File: config.mk
export PLATFORM = sky130hd
export DESIGN_NAME = pulse_count_bank
export DESIGN_NICKNAME = d
export VERILOG_FILES = /design/src/rtl/pcb_pkg.sv /design/src/rtl/pcb_filter3.sv /design/src/rtl/pcb_edge_counter.sv /design/src/rtl/pulse_count_bank.sv
export SDC_FILE = /design/constraint.sdc
export NUM_CORES = 1
export LEC_CHECK = 0
export BUFFER_PORTS_ARGS = -buffer_cell sky130_fd_sc_hd__buf_4
export CORE_UTILIZATION = 37
export CTS_CLUSTER_DIAMETER = 30
export DETAILED_ROUTE_END_ITERATION = 12
export GPL_TIMING_DRIVEN = 0
export PLACE_DENSITY = 0.61
export SLEW_MARGIN = 20
export SYNTH_ARGS = -nofsm -noshare
export SYNTH_HDL_FRONTEND = slang
export SYNTH_HIERARCHICAL = 1
export SYNTH_SLANG_ARGS = --single-unit
File: constraint.sdc
create_clock -name clk_i -period 2.23 [get_ports clk_i]
set_input_delay 0 -clock clk_i [delete_from_list [all_inputs] [get_ports clk_i]]
set_output_delay 0 -clock clk_i [all_outputs]
set_load 0.05 [all_outputs]
File: src/rtl/pcb_pkg.sv
package pcb_pkg;
  localparam int unsigned PCB_N_CH  = 5;
  localparam int unsigned PCB_N_DIN = 10;
  localparam int unsigned PCB_CNT_W = 16;
  localparam int unsigned PCB_ADR_W = 3;
endpackage

File: src/rtl/pcb_filter3.sv
module pcb_filter3 #(
  parameter int unsigned W = 1
) (
  input  logic         clk_i,
  input  logic         rst_ni,
  input  logic [W-1:0] raw_i,
  output logic [W-1:0] filt_o,
  output logic [W-1:0] rise_o
);
  logic [W-1:0] hist0, hist1, q;
  logic [W-1:0] all_hi, all_lo;

  assign all_hi = raw_i & hist0 & hist1;
  assign all_lo = ~raw_i & ~hist0 & ~hist1;
  assign rise_o = all_hi & ~q;
  assign filt_o = q;

  always_ff @(posedge clk_i or negedge rst_ni) begin
    if (!rst_ni) begin
      hist0 <= '0;
      hist1 <= '0;
      q     <= '0;
    end else begin
      hist0 <= raw_i;
      hist1 <= hist0;
      q     <= (q | all_hi) & ~all_lo;
    end
  end

  for (genvar i = 0; i < W; i++) begin : g_chk
    // any output change follows three agreeing raw samples
    a_r2_three_agree: assert property (@(posedge clk_i) disable iff (!rst_ni)
      (q[i] != $past(q[i])) |->
        ($past(raw_i[i], 1) == q[i] && $past(raw_i[i], 2) == q[i] && $past(raw_i[i], 3) == q[i]));
  end
endmodule

File: src/rtl/pcb_edge_counter.sv
module pcb_edge_counter #(
  parameter int unsigned N     = 5,
  parameter int unsigned CNT_W = 16
) (
  input  logic                     clk_i,
  input  logic                     rst_ni,
  input  logic [N-1:0]             inc_i,
  output logic [N-1:0][CNT_W-1:0]  cnt_o
);
  for (genvar i = 0; i < N; i++) begin : g_ch
    always_ff @(posedge clk_i or negedge rst_ni) begin
      if (!rst_ni)       cnt_o[i] <= '0;
      else if (inc_i[i]) cnt_o[i] <= cnt_o[i] + 1'b1;
    end

    a_r3_step_one: assert property (@(posedge clk_i) disable iff (!rst_ni)
      $past(inc_i[i]) |-> cnt_o[i] == CNT_W'($past(cnt_o[i]) + 1'b1));
    a_r3_idle_hold: assert property (@(posedge clk_i) disable iff (!rst_ni)
      !$past(inc_i[i]) |-> $stable(cnt_o[i]));
  end
endmodule

File: src/rtl/pulse_count_bank.sv
module pulse_count_bank
  import pcb_pkg::*;
#(
  parameter int unsigned N_CH   = PCB_N_CH,
  parameter int unsigned N_DIN  = PCB_N_DIN,
  parameter int unsigned CNT_W  = PCB_CNT_W,
  parameter int unsigned ADR_W  = PCB_ADR_W
) (
  input  logic             clk_i,
  input  logic             rst_ni,
  input  logic [N_CH-1:0]  cnt_in_i,
  input  logic [N_DIN-1:0] din_i,
  input  logic             load_i,
  input  logic [ADR_W-1:0] rd_addr_i,
  output logic [CNT_W-1:0] rd_data_o
);
  localparam int unsigned DIN_ADDR = N_CH;

  logic [N_CH-1:0]            ch_filt, ch_rise;
  logic [N_DIN-1:0]           din_filt, din_rise;
  logic [N_CH-1:0][CNT_W-1:0] cnt, hold;

  pcb_filter3 #(.W(N_CH)) u_ch_filt (
    .clk_i, .rst_ni, .raw_i(cnt_in_i), .filt_o(ch_filt), .rise_o(ch_rise)
  );

  pcb_filter3 #(.W(N_DIN)) u_din_filt (
    .clk_i, .rst_ni, .raw_i(din_i), .filt_o(din_filt), .rise_o(din_rise)
  );

  pcb_edge_counter #(.N(N_CH), .CNT_W(CNT_W)) u_cnt (
    .clk_i, .rst_ni, .inc_i(ch_rise), .cnt_o(cnt)
  );

  // one enable for the whole bank keeps the snapshot coherent
  always_ff @(posedge clk_i or negedge rst_ni) begin
    if (!rst_ni)     hold <= '0;
    else if (load_i) hold <= cnt;
  end

  always_comb begin
    rd_data_o = '0;
    for (int i = 0; i < N_CH; i++)
      if (rd_addr_i == ADR_W'(i)) rd_data_o = hold[i];
    if (rd_addr_i == ADR_W'(DIN_ADDR)) rd_data_o = CNT_W'(din_filt);
  end

  a_r5_snap_all: assert property (@(posedge clk_i) disable iff (!rst_ni)
    $past(load_i) |-> hold == $past(cnt));
  a_r5_keep: assert property (@(posedge clk_i) disable iff (!rst_ni)
    !$past(load_i) |-> $stable(hold));
  a_r7_hi_zero: assert property (@(posedge clk_i) disable iff (!rst_ni)
    (rd_addr_i == ADR_W'(DIN_ADDR)) |-> (rd_data_o >> N_DIN) == '0);
endmodule

Yosys cells after proc, flatten, opt, wreduce, memory -nomap -nowiden
Index checks and enable logic that the tools add are counted.
{"block": "totals", "register_bits": 205, "in_bits": 21, "out_inout_bits": 16}
{"block": "op_classes", "addsub": 5, "eq_ne": 5, "n_mux": 6, "bitwise_logic": 22, "n_reduce_logical": 1}
{"op": "$mux W16", "count": 6}
{"op": "$add A16 B1 Y16 const B", "count": 5}
{"op": "$and A10 B10 Y10", "count": 5}
{"op": "$not A10 Y10", "count": 4}
{"op": "$and A5 B5 Y5", "count": 6}
{"op": "$not A5 Y5", "count": 5}
{"op": "$or A10 B10 Y10", "count": 1}
{"op": "$eq A3 B2 Y1 const B", "count": 2}
{"op": "$eq A3 B3 Y1 const B", "count": 2}
{"op": "$or A5 B5 Y5", "count": 1}
{"op": "$eq A3 B1 Y1 const B", "count": 1}
{"op": "$logic_not A3 Y1", "count": 1}

Logic depth before layout (Yosys ltp)
Gate-level depths: netlist of the first run.
{"block": "logic_depth", "ltp_word": 7, "mapped_depth": 7}

Cells and area by module
Netlist of the first run, hierarchy kept.
{"module": "pulse_count_bank", "n_inst": 1, "cells_per_inst": 290, "area_each_um2": 3854.9, "seq_area_each_um2": 2001.9}
{"module": "pcb_edge_counter", "n_inst": 1, "cells_per_inst": 288, "area_each_um2": 3427.0, "seq_area_each_um2": 2001.9}
{"module": "pcb_filter3 (u_din_filt)", "n_inst": 1, "cells_per_inst": 90, "area_each_um2": 1076.0, "seq_area_each_um2": 750.7}
{"module": "pcb_filter3 (u_ch_filt)", "n_inst": 1, "cells_per_inst": 45, "area_each_um2": 538.0, "seq_area_each_um2": 375.4}

Worst setup path before layout of the first run
OpenSTA, ideal clock, no wires.
{"block": "synth_path", "kind": "reg-to-reg", "from": "reg u_ch_filt.q[2], in the netlist u_ch_filt/filt_o[2]", "to": "reg u_cnt/cnt_o[46] (netlist bit)", "arrival_ns": 1.663, "setup_slack_ns": 0.488, "path_stages_with_launch": 7, "n_path_buf": 1, "path_cell_list": "dfrtp_1 > nor3_2 > nand2_1 > or3_1 > buf_6 > nor4_4 > xor2_1"}
{"block": "synth_between", "elab_chain_cells": 2}
{"item": "start: declaration", "line": "pcb_filter3.sv:10", "text": "logic [W-1:0] hist0, hist1, q;"}
{"item": "start signal: assignment", "line": "pcb_filter3.sv:26", "text": "q <= (q | all_hi) & ~all_lo;"}
{"item": "$not A5 Y5", "line": "pcb_filter3.sv:15", "text": "assign rise_o = all_hi & ~q;"}
{"item": "$and A5 B5 Y5", "line": "pcb_filter3.sv:15"}
{"item": "via ch_rise[2]", "line": "pulse_count_bank.sv:19", "text": "logic [N_CH-1:0] ch_filt, ch_rise;"}
{"item": "end signal: indexed assignment", "line": "pcb_edge_counter.sv:13", "text": "else if (inc_i[i]) cnt_o[i] <= cnt_o[i] + 1'b1;"}
{"item": "end: declaration", "line": "pcb_edge_counter.sv:8", "text": "output logic [N-1:0][CNT_W-1:0] cnt_o"}
The timed path passes the listed nets, and every way through them passes these cells.
A chain may end at the register's enable or synchronous reset.

Worst setup path after layout of the first run
{"block": "layout_path", "from": "reg u_ch_filt.q[4], in the netlist u_ch_filt/filt_o[4]", "to": "reg u_cnt/cnt_o[79] (netlist bit)"}
Same word-level chain as after synthesis.

==> results by stage, run 1 <==
Synthesis:
- The number of instances in the synthesized netlist is 693.
- The average instance area after synthesis is 12.6 um^2.
- The netlist area before placement is 0.00876 mm^2.
- The number of nets in the synthesized netlist is 719.
- The count of warnings emitted by yosys is 6.

Worst setup path:
- The type of origin of the critical path is a register.
- At the worst endpoint, the arrival time is 2.48 ns.
- The worst register-to-register path has a setup slack of 0.15 ns.
- The critical path buffer and inverter count is 0.
- Of all nets on the critical path, the largest fanout is 6.
- The cell type of the slowest stage on the worst timing path is sky130_fd_sc_hd__nor4_1.
- The capturing element type of the critical path is a register.
- The required time reported for the critical path endpoint is 2.63 ns.
- The critical path's top delay family is simple AND/OR/NAND/NOR gates.
- The worst setup path is of the register to register kind.
- For this run, the slowest stage of the critical path takes about 0.57 ns.
- Walking the worst path, the cells encountered are nor3_2, nand3_1, nor4_1, nand3_1, xnor2_1.
- By instance count, the cell type seen most on the critical path is sky130_fd_sc_hd__nand3_1.

Floorplanning:
- The height of the die is around 160 um.
- The number of I/O pins is 37.
- The width of the chip is 156 um.
- The count of standard-cell rows is 55.
- The floorplan step defined a die boundary enclosing 0.0243 mm^2.
- In this run the standard cell core region covers 0.0229 mm^2.
- The starting density of the core is 0.382.

Layout:
- The relative area change from synthesis to final layout is 28.4%.
- The antenna diode instance count is 0.
- The number of fill cells in the layout is 1965.
- The net count reported at finish is 820.
- The layout cell share with drive strength beyond 1 is 0.283.

Pwr:
- Of the total power, the share spent switching nets is 0.238.
- Cell internal power was estimated by the tool at a little over 9 mW.
- The design draws 12.1 mW.
- The worst voltage drop across the vdd grid is between 0.0007 and 0.0008 V.
- The net switching power of the design is 2.89 mW.
- The share of total power dissipated in combinational logic is 0.073.
- The share of total power dissipated in sequential elements is 0.360.
- The total power divided by cell area is 1080 mW/mm^2.
- Of the total power, the clock network draws 0.567.
- The total leakage power is 5.21 nW.

Global route:
- The number of global-route vias before repair is 5829.
- The initial antenna violation count is 0.
- Entering global routing, the biggest net connects 99 pins.
- The total congestion overflow after global routing is 0.
- Across every metal layer, demand over resource in global routing totals 0.162.
- The wire length of the first global-routing pass is 30.8 mm.

Routing:
- The routed layout has 5544 vias.
- Dividing the detail-routed via count by the number of cells gives 4.85.
- The iteration count of the initial detailed-routing pass is 4.
- The routed length on met1 is 8.95 mm.
- Routed signal wires occupy layers up through met4.
- The routed length per placed instance is about 16 um.
- Summed over all layers, the routed wires come to 18.5 mm.
- For this block, the initial DRC count from the detailed router was 269.
- Wire segments on met3 add up to 597 um in the final route.
- In the routed design, unresolved DRC markers number 0.
- Summed over all nets, wire length on met2 after detailed routing comes to 8.38 mm.
- The count of nets left with antenna violations after detail routing is 0.

Timing:
- Setup repair after global routing left no endpoint under its margin.
- The number of setup violations in the final report is 0.
- The max-slew violation total from the final report is 0.
- Once routing completed, OpenROAD measured the worst setup slack at 0.148 ns.
- The accumulated negative setup slack is 0 ns.
- The slew at the pin closest to its max-slew limit is 0.591 ns.
- The ratio of final minimum period to clock period is 0.934.
- The post-route minimum period is 2.08 ns.
- The count of endpoints failing hold in the final timing report is 0.
- The maximum clock skew at final layout is 0.0124 ns.
- Derived from the worst setup path, the maximum achievable clock frequency is 0.480 GHz.
- Headroom to the max-slew limit came out at 0.603.
- The worst slack on hold paths is around 0.083 ns.

Min path:
- The path type of the worst min-delay path is input pin to asynchronous set/reset pin.

Flow run:
- The number of max-cap violations is 0.

Outcome:
- The run finished with clean final reports.

Placed design:
- The HPWL after detailed placement is 12.4 mm.
- In this run the tool buffered the top-level ports with 35 buffer cells.
- The final weighted congestion in routability-driven placement is 0.838.
- The setup slack after placement is 0.0562 ns.

Clock tree:
- CTS built an H-tree with a depth of 2.
- TritonCTS built the clock tree.
- Counting along the longest clock path gives a buffer depth of 3.
- The clock drives slightly above 200 sinks.
- The TritonCTS buffer count is 45.
- The clock latency on the worst-skew pair is between 0.5 and 0.6 ns.
- The root cell of the clock tree is sky130_fd_sc_hd__clkbuf_16.
- After clock tree synthesis, the clock-pin slew on the worst setup and hold paths is 0.05 ns.
- Buffers added to address setup during post-CTS repair amount to 0.
==> repair_timing <==
action                                 4_1_cts  5_1_grt
endpoints found under the hold margin      161        0
hold buffers                                17        0
setup endpoints to repair                    0        4
resized for setup                            0        1
==> sequential cells by signal, indices dropped and copies added (netlist names) <==
register,flops
hold,80
u_cnt/cnt_o,80
u_din_filt/filt_o,10
u_din_filt/hist0,10
u_din_filt/hist1,10
u_ch_filt/filt_o,5
u_ch_filt/hist0,5
u_ch_filt/hist1,5
==> tightest hold or removal path: stages <==
cell                            delay, ns
sky130_fd_sc_hd__dlygate4sd3_1       0.56
sky130_fd_sc_hd__buf_8               0.12
sky130_fd_sc_hd__buf_16              0.32
==> power groups by stage <==
| stage | Clock (mW) | Combinational [mW] | Sequential [mW] |
|---|---|---|---|
| after global placement | 0 | 0.841 | 4.41 |
| final | 6.88 | 0.889 | 4.37 |
| after floorplan | 0 | 0.603 | 4.31 |
| after detailed placement | 0 | 0.874 | 4.42 |
| after global routing | 7.18 | 0.989 | 4.42 |
| after CTS | 6.99 | 0.905 | 4.37 |
==> layer usage <==
metal,GRT usage,up-vias
li1,-,2682
met1,0.222,2734
met2,0.249,86
met3,0.0275,42
met4,0.0817,0
met5,0,-
==> final cells by class <==
type	instances	area (um^2)	area share
buffer	25	173	0.0153
clock buffer	55	1200	0.107
clock inverter	28	399	0.0355
inverter	16	60.1	0.00534
multi-input combinational	447	3400	0.302
sequential	205	5130	0.456
tap	313	392	0.0348
timing repair buffer	54	490	0.0436
==> final timing paths <==
path                                       end  cells after the start           startpoint
setup / recovery               u_cnt/cnt_o[79]                      5  u_ch_filt/filt_o[4]
hold / removal              u_ch_filt/hist1[3]                      3               rst_ni
setup reg to reg               u_cnt/cnt_o[79]                      5  u_ch_filt/filt_o[4]
hold reg to reg            u_din_filt/hist1[8]                      0  u_din_filt/hist0[8]
max in group asynchronous      u_cnt/cnt_o[34]                      4               rst_ni
min in group clk_i                    hold[40]                      3               load_i
==> through the flow <==
stage | utilization | instances | instance area (um^2)
final | 0.491 | 1143 | 11200
after global routing | 0.491 | 1143 | 11200
after CTS | 0.491 | 1143 | 11200
after detailed placement | 0.413 | 1043 | 9480
after global placement | 0.411 | 1041 | 9410
after floorplan | - | 693 | 8760
==> cells in the final DEF (no fill, tap or decap), types with 3 or more instances in the layout <==
master                          count
sky130_fd_sc_hd__bufinv_16          8
sky130_fd_sc_hd__nand3_1           16
sky130_fd_sc_hd__clkinv_2           7
sky130_fd_sc_hd__nor2_1            18
sky130_fd_sc_hd__clkinv_4           5
sky130_fd_sc_hd__nor3_2             5
sky130_fd_sc_hd__o21ai_0           15
sky130_fd_sc_hd__dfrtp_1          205
sky130_fd_sc_hd__nor2b_1           12
sky130_fd_sc_hd__dlygate4sd3_1     16
sky130_fd_sc_hd__o22ai_1            6
sky130_fd_sc_hd__nand2_1           50
sky130_fd_sc_hd__a32oi_1           10
sky130_fd_sc_hd__mux2_2            86
sky130_fd_sc_hd__nor3_1             9
sky130_fd_sc_hd__mux2i_1           13
sky130_fd_sc_hd__nand3b_1          10
sky130_fd_sc_hd__buf_2             13
sky130_fd_sc_hd__buf_6              6
sky130_fd_sc_hd__clkbuf_8           4
sky130_fd_sc_hd__buf_4             39
sky130_fd_sc_hd__and2b_1            3
sky130_fd_sc_hd__o21a_1            13
sky130_fd_sc_hd__clkinvlp_4         4
sky130_fd_sc_hd__and4_1             6
sky130_fd_sc_hd__xnor2_1           43
sky130_fd_sc_hd__clkbuf_16         45
sky130_fd_sc_hd__ha_1               5
sky130_fd_sc_hd__o21ai_1           15
sky130_fd_sc_hd__clkbuf_1           8
sky130_fd_sc_hd__a22oi_1            6
sky130_fd_sc_hd__and3_1             7
sky130_fd_sc_hd__nand4_1           23
sky130_fd_sc_hd__inv_1             16
sky130_fd_sc_hd__nor3b_1            3
sky130_fd_sc_hd__xor2_1            32
sky130_fd_sc_hd__o211ai_1          10
sky130_fd_sc_hd__a21oi_1           18
Note: power is estimated with default switching activity, not from simulation.
==> run 2: changes to the inputs <==
- clock period: 2.23 -> 2.2 ns (I/O delays scaled with it)
==> run 2 against run 1 <==
Combinational power increased by 1%. Flip-flop and latch count unchanged. Clock-buffer cell count unchanged. Total power increased by 1.4%. Critical path depth increased by 1. Sequential share of layout area about the same. Clock power increased by 1%. Final area increased by 0.10%. Hold slack got worse by 0.00053 ns. Cell count unchanged. Clock skew increased by 0.00066 ns. Die area unchanged. Largest cell class unchanged. Largest power group unchanged.
==> results by stage, run 2 (synthesis results as in run 1) <==
Outcome:
- The flow ran to the end, and the final reports show no timing, DRC or antenna violations.

Routing:
- The remaining routing DRC violations is 0 (unchanged).
- The DRC violation total after the first TritonRoute iteration is 268 (-0.37%).
- The routed length per placed instance is 16.2 um (about the same).
- The wire length reported by the detailed router was 18.6 mm (about the same).
- The count of nets left with antenna violations after detail routing is 0 (unchanged).
- The via-per-instance ratio is 4.86 (+0.27%).
- The number of vias in the routed layout is 5559 (+0.27%).
- The iteration count of the initial detailed-routing pass is 5 (+1).

Global route:
- The largest net degree at the start of global routing is 99 (unchanged).
- The wire length of the first global-routing pass is 30.8 mm (unchanged).
- The total congestion overflow after global routing is 0 (unchanged).
- The number of global-route vias before repair is 5829 (unchanged).
- The initial antenna violation count came to 0 (unchanged).
- The overall global routing resource usage is 0.162 (unchanged).

Worst setup path:
- The capturing element type of the critical path is a register.
- The required time reported for the critical path endpoint is 2.63 ns (about the same).
- The worst setup path category is register to register.
- The type of origin of the critical path is a register.
- The data arrival time of the worst path is 2.43 ns (-0.05 ns).
- The largest driver fanout on the critical path is 6 (unchanged).
- The depth of the worst register-to-register path was 6 (+1).

Clock tree:
- The number of post-CTS setup repair buffers is 0 (unchanged).
- The clock-pin slew on the worst setup and hold paths is 0.05 ns (about the same).
- The TritonCTS buffer count is 45 (unchanged).
- The maximum clock path buffer count is 3 (unchanged).
- The number of clock sinks is 205 (unchanged).
- The CTS tree is done.
- The clock latency on the worst-skew pair is 0.52 ns (about the same).
- Clock tree synthesis selected as its root buffer the cell sky130_fd_sc_hd__clkbuf_16.
- The CTS H-tree depth is 2 (unchanged).

Timing:
- Setup repair after global routing left no endpoint under its margin.
- The maximum achievable frequency is 0.501 GHz (+4.3%).
- The number of setup violations in the final report is 0 (unchanged).
- The max-slew violation total from the final report came to 0 (unchanged).
- The slew at the pin closest to its max-slew limit came to 0.517 ns (-0.0738 ns).
- The worst-case headroom to the max-slew limit is 0.655 (+0.0523).
- The ratio of final minimum period to clock period is 0.907 (-0.0262).
- The maximum clock skew at final layout is 0.0131 ns (+0.000662 ns).
- The post-route minimum period came to 2.00 ns (-0.0855 ns).
- The count of endpoints failing hold in the final timing report is 0 (unchanged).

Pwr:
- The total power divided by cell area is 1090 mW/mm^2 (+1.3%).
- The total leakage power was 5.21 nW (about the same).
- The total power consumption of the routed design is 12.3 mW (+1.4%).
- The worst voltage drop across the vdd grid is 0.000805 V (+1.4%).

Layout:
- The relative area change from synthesis to final layout is 28.6%.
- The largest registers in the layout are hold x80, u_cnt/cnt_o x80.
- The layout cell share with drive strength beyond 1 is 0.286 (+0.00241).
- The antenna diode instance count was 0 (unchanged).
- The net count reported at finish is 820 (unchanged).
- The library cell used most frequently in the layout, excluding fill and tap cells, is sky130_fd_sc_hd__dfrtp_1.
- The final standard cell count with taps included and fillers excluded was 1143 (unchanged).
- Leaving out fill and tap cells, the most frequent cells in the layout are sky130_fd_sc_hd__dfrtp_1 (205), sky130_fd_sc_hd__mux2_2 (86), sky130_fd_sc_hd__nand2_1 (50).

Floorplanning:
- The count of standard-cell rows came to 55 (unchanged).
- The number of I/O pins is 37 (unchanged).
- The height of the die is 156 um (unchanged).
- The starting density of the core came to 0.382 (unchanged).
- The core area is 0.0229 mm^2 (unchanged).
- The width of the chip came to 156 um (unchanged).
- The die area is 0.0243 mm^2 (unchanged).

Min path:
- The worst hold path belongs to the class input pin to asynchronous set/reset pin.

Placed design:
- The HPWL after detailed placement is 12.4 mm (unchanged).
- The final weighted congestion in routability-driven placement came to 0.838 (unchanged).
- The count of port buffers added during placement is 35 (unchanged).
- The total instance count after detailed placement came to 1043 (unchanged).

Flow run:
- The number of max-cap violations was 0 (unchanged).
-- run 2: final cells by class --
type	count	area, um^2
flip-flops and latches	205	5130
multi-input cells	447	3410
repair buffers	54	490
clock buffers	55	1200
clock inverters	28	399
inverters	16	60.1
plain buffers	25	173
well taps	313	392
fillers	1963	11700
-- run 2: metal layers --
layer / global-route usage / part of all wire / vias to the layer above
li1: - / - / 2681
met1: 0.222 / 0.48 / 2740
met2: 0.249 / 0.45 / 96
met3: 0.0275 / 0.034 / 42
met4: 0.0817 / 0.033 / 0
met5: 0 / 0 / -
-- run 2: final timing paths --
check                                    start                  end  slack [ns]
hold reg to reg            u_din_filt/hist0[8]  u_din_filt/hist1[8]        0.39
hold / removal                          rst_ni   u_ch_filt/hist1[3]        0.08
max in group asynchronous               rst_ni      u_cnt/cnt_o[34]        1.30
setup reg to reg           u_ch_filt/filt_o[4]      u_cnt/cnt_o[78]        0.20
setup / recovery           u_ch_filt/filt_o[4]      u_cnt/cnt_o[78]        0.20
min in group clk_i                      load_i             hold[40]        0.13
-- run 2: critical path: stages (launching register included) --
cell	delay, ns
sky130_fd_sc_hd__dfrtp_1	0.40
sky130_fd_sc_hd__nor3_2	0.39
sky130_fd_sc_hd__nand4_1	0.21
sky130_fd_sc_hd__or2_2	0.33
sky130_fd_sc_hd__clkbuf_1	0.16
sky130_fd_sc_hd__nor4_2	0.22
sky130_fd_sc_hd__xor2_1	0.21
-- run 2: repair_timing --
action,4_1_cts,5_1_grt
hold buffers,17,0
hold endpoints to repair,161,0
gates resized for setup,0,3
endpoints found under the setup margin,0,6
-- run 2: report_power, final --
part           switching [mW]  total (mW)  internal (mW)
clock network            2.13        6.97           4.84
registers               0.331        4.43           4.10
logic                   0.472       0.902          0.430
-- run 2: per-stage QoR --
step / TNS, ns / area, um^2 / setup slack, ns / util / hold slack (ns)
6_report: 0 / 11300 / 0.204 / 0.491 / 0.0827
5_1_grt: 0 / 11300 / 0.0346 / 0.491 / 0.125
4_1_cts: 0 / 11200 / 0.00766 / 0.491 / 0.0878
3_5_place_dp: 0 / 9480 / 0.0262 / 0.413 / -0.147
3_3_place_gp: -65.94 / 9410 / -0.341 / 0.411 / 0.119
2_1_floorplan: 0 / 8760 / 0.458 / - / -0.296
==> run 3: changes to the inputs <==
- CORE_MARGIN: default -> 2
- MAX_ROUTING_LAYER: default -> met4
==> run 3 against run 2 <==
Clock power decreased by 7.6%. Die area is 2.6% higher. Largest power group unchanged. Sequential share of layout area rose by 0.42 points. Flip-flop and latch count unchanged. Clock-buffer cell count is 2 higher. Cell count is essentially flat. Maximum frequency up 1.0%. Setup slack better by 0.020 ns. Hold slack worse by 0.052 ns. Via count shrank 0.32%. Final area down 0.91%. Utilization fell by 1.3 points.
==> results by stage, run 3 (synthesis results as in run 1) <==
Floorplanning:
- The starting density of the core is 0.375 (-0.00683).
- The number of I/O pins came to 37 (unchanged).
- The core area was 0.0233 mm^2 (+1.8%).
- The die area was 0.0249 mm^2 (+2.6%).
- The height of the die is 158 um (+1.3%).
- The count of standard-cell rows came to 56 (+1.8%).
- The width of the chip is 158 um (+1.3%).

Placed design:
- The HPWL after detailed placement was 12.5 mm (+0.75%).
- The placed cell area is 0.00948 mm^2 (about the same).
- The final weighted congestion in routability-driven placement was 0.841 (+0.42%).
- The setup slack after placement came to -0.0101 ns (-0.0363 ns).
- The count of port buffers added during placement is 35 (unchanged).

Clock tree:
- TritonCTS built the clock tree.
- The CTS H-tree depth was 2 (unchanged).
- The maximum clock path buffer count is 3 (unchanged).
- The cell sitting at the root of the clock tree is a sky130_fd_sc_hd__clkbuf_16.
- The TritonCTS buffer count came to 43 (-4.4%).
- The clock-pin slew on the worst setup and hold paths is 0.05 ns (about the same).
- The clock latency on the worst-skew pair is 0.51 ns (about the same).
- The number of clock sinks is 205 (unchanged).

Layout:
- The layout cell share with drive strength beyond 1 came to 0.285 (-0.000694).
- The most common cell after layout, fill and taps aside is sky130_fd_sc_hd__dfrtp_1.
- The number of fill cells in the layout is 2056 (+4.7%).
- The largest registers in the layout are hold x80, u_cnt/cnt_o x80.
- The final cell area excluding filler cells is 0.0112 mm^2 (-0.91%).
- The net count reported at finish is 817 (-0.37%).
- The relative area change from synthesis to final layout is 27.4%.
- In the layout the commonest cells are sky130_fd_sc_hd__dfrtp_1 (205), sky130_fd_sc_hd__mux2_2 (86), sky130_fd_sc_hd__nand2_1 (50).
- The antenna diode instance count is 0 (unchanged).

Routing:
- The DRC violation total after the first TritonRoute iteration is 309 (+15%).
- The iteration count of the initial detailed-routing pass is 4 (-1).
- The remaining routing DRC violations is 0 (unchanged).
- The routed length per placed instance is 16.1 um (-1.0%).
- The wire length reported by the detailed router was 18.4 mm (-0.92%).
- The count of nets left with antenna violations after detail routing was 0 (unchanged).
- The number of vias in the routed layout is 5541 (-0.32%).
- The via-per-instance ratio is 4.84 (-0.41%).

Worst setup path:
- The critical path ends at u_cnt/cnt_o[79].
- The largest driver fanout on the critical path came to 6 (unchanged).
- The data arrival time of the worst path is 2.36 ns (-0.07 ns).
- The reg-to-reg setup timing slack is 0.22 ns (+0.02 ns).
- The required time reported for the critical path endpoint is 2.59 ns (-0.04 ns).
- The worst setup path is launched from a register.
- The endpoint identified for the worst register-to-register timing path is u_cnt/cnt_o[79].
- The depth of the worst register-to-register path came to 5 (-1).
- STA classifies the critical path endpoint as a register.
- The worst setup path category is register to register.
- The start point of the critical path is u_ch_filt/filt_o[4].
- The startpoint of the lowest-slack register-to-register path is u_ch_filt/filt_o[4].

Global route:
- The wire length of the first global-routing pass is 30.3 mm (-1.7%).
- The overall global routing resource usage is 0.160 (-0.00268).
- The total congestion overflow after global routing is 0 (unchanged).
- The largest net degree at the start of global routing is 72 (-27%).
- The initial antenna violation count came to 0 (unchanged).
- The number of global-route vias before repair is 5640 (-3.2%).

Timing:
- The accumulated negative setup slack came to 0 ns (unchanged).
- The maximum achievable frequency came to 0.506 GHz (+1.0%).
- The max-slew violation total from the final report is 0 (unchanged).
- The number of setup violations in the final report is 0 (unchanged).
- The final worst setup slack was 0.224 ns (+0.0205 ns).
- The slew at the pin closest to its max-slew limit is 0.521 ns (+0.00403 ns).
- The ratio of final minimum period to clock period came to 0.898 (-0.00930).
- The post-route minimum period is 1.98 ns (-0.0205 ns).
- The count of endpoints failing hold in the final timing report is 0 (unchanged).
- Setup repair after global routing left no endpoint under its margin.
- The worst-case headroom to the max-slew limit came to 0.653 (-0.00269).
- The maximum clock skew at final layout is 0.0141 ns (+0.00104 ns).

Outcome:
- The flow ran to the end, and the final reports show no timing, DRC or antenna violations.

Min path:
- The worst hold path belongs to the class input pin to asynchronous set/reset pin.

Pwr:
- The worst voltage drop across the vdd grid is 0.000621 V (-23%).
- The total power consumption of the routed design is 11.8 mW (-4.3%).
- The total leakage power was 5.17 nW (-0.80%).
- The total power divided by cell area was 1060 mW/mm^2 (-3.4%).

Flow run:
- The number of max-cap violations is 0 (unchanged).
==> run 3: cell types whose count changed in the layout (fill, tap and decap cells not counted), sizes merged <==
cell      previous run  this run
bufinv               8         3
clkinvlp             4         5
clkinv              14        12
buf                 61        60
clkbuf              57        59
==> run 3: cell type report <==
| type | instances | area [um^2] | share of cell area |
|---|---|---|---|
| clock buffers | 57 | 1260 | 0.113 |
| flip-flops and latches | 205 | 5130 | 0.460 |
| well taps | 319 | 399 | 0.0358 |
| repair buffers | 53 | 485 | 0.0435 |
| inverters | 16 | 60.1 | 0.00538 |
| plain buffers | 25 | 173 | 0.0155 |
| multi-input cells | 447 | 3420 | 0.307 |
| clock inverters | 22 | 228 | 0.0204 |
==> run 3: repair_timing <==
action / 4_1_cts / 5_1_grt
hold endpoints to repair: 187 / 0
setup endpoints to repair: 1 / 6
hold buffers: 16 / 0
buffers inserted: 0 / 0
gates resized for setup: 1 / 3
pin swaps: 0 / 0
==> run 3: worst min-delay path by stage <==
stage | start | end | slack [ns] | depth (start not counted)
after floorplan | rst_ni | hold[0] | -0.30 | 0
after global placement | cnt_in_i[3] | u_ch_filt/hist0[3] | 0.12 | 1
after detailed placement | rst_ni | u_din_filt/hist0[0] | -0.02 | 1
after CTS | rst_ni | u_din_filt/hist1[0] | 0.03 | 2
after global routing | rst_ni | u_din_filt/hist1[0] | 0.08 | 2
final | rst_ni | u_din_filt/hist1[0] | 0.03 | 2
==> run 3: per-stage QoR <==
step | utilization | hold slack [ns] | std cells
after floorplan | - | -0.296 | 693
final | 0.478 | 0.0309 | 1144
after global routing | 0.478 | 0.0766 | 1144
after global placement | 0.404 | 0.118 | 1047
after CTS | 0.477 | 0.0346 | 1144
after detailed placement | 0.406 | -0.0235 | 1049
==> run 3: critical path, cell delays in order, from the launching register on <==
cell and delay, ns:
sky130_fd_sc_hd__dfrtp_1 0.40, sky130_fd_sc_hd__nor3_2 0.41, sky130_fd_sc_hd__nand3_1 0.21, sky130_fd_sc_hd__nor4_2 0.47, sky130_fd_sc_hd__nand3_1 0.21, sky130_fd_sc_hd__xnor2_1 0.16
==> run 3: where the power goes <==
| part | switching [mW] | leakage [nW] | total (mW) | internal [mW] |
|---|---|---|---|---|
| registers | 0.325 | 2.70 | 4.43 | 4.10 |
| logic | 0.483 | 1.75 | 0.915 | 0.433 |
| clock network | 2.05 | 0.723 | 6.44 | 4.38 |
| total | 2.86 | 5.17 | 11.8 | 8.92 |
==> run 3: routing by layer <==
layer  vias to the layer above  share of wire  GRT usage
met3                        34          0.029     0.0318
met1                      2759           0.49      0.218
met2                        76           0.46      0.237
li1                       2672              -          -
met5                         -              0          -
met4                         0          0.022     0.0580
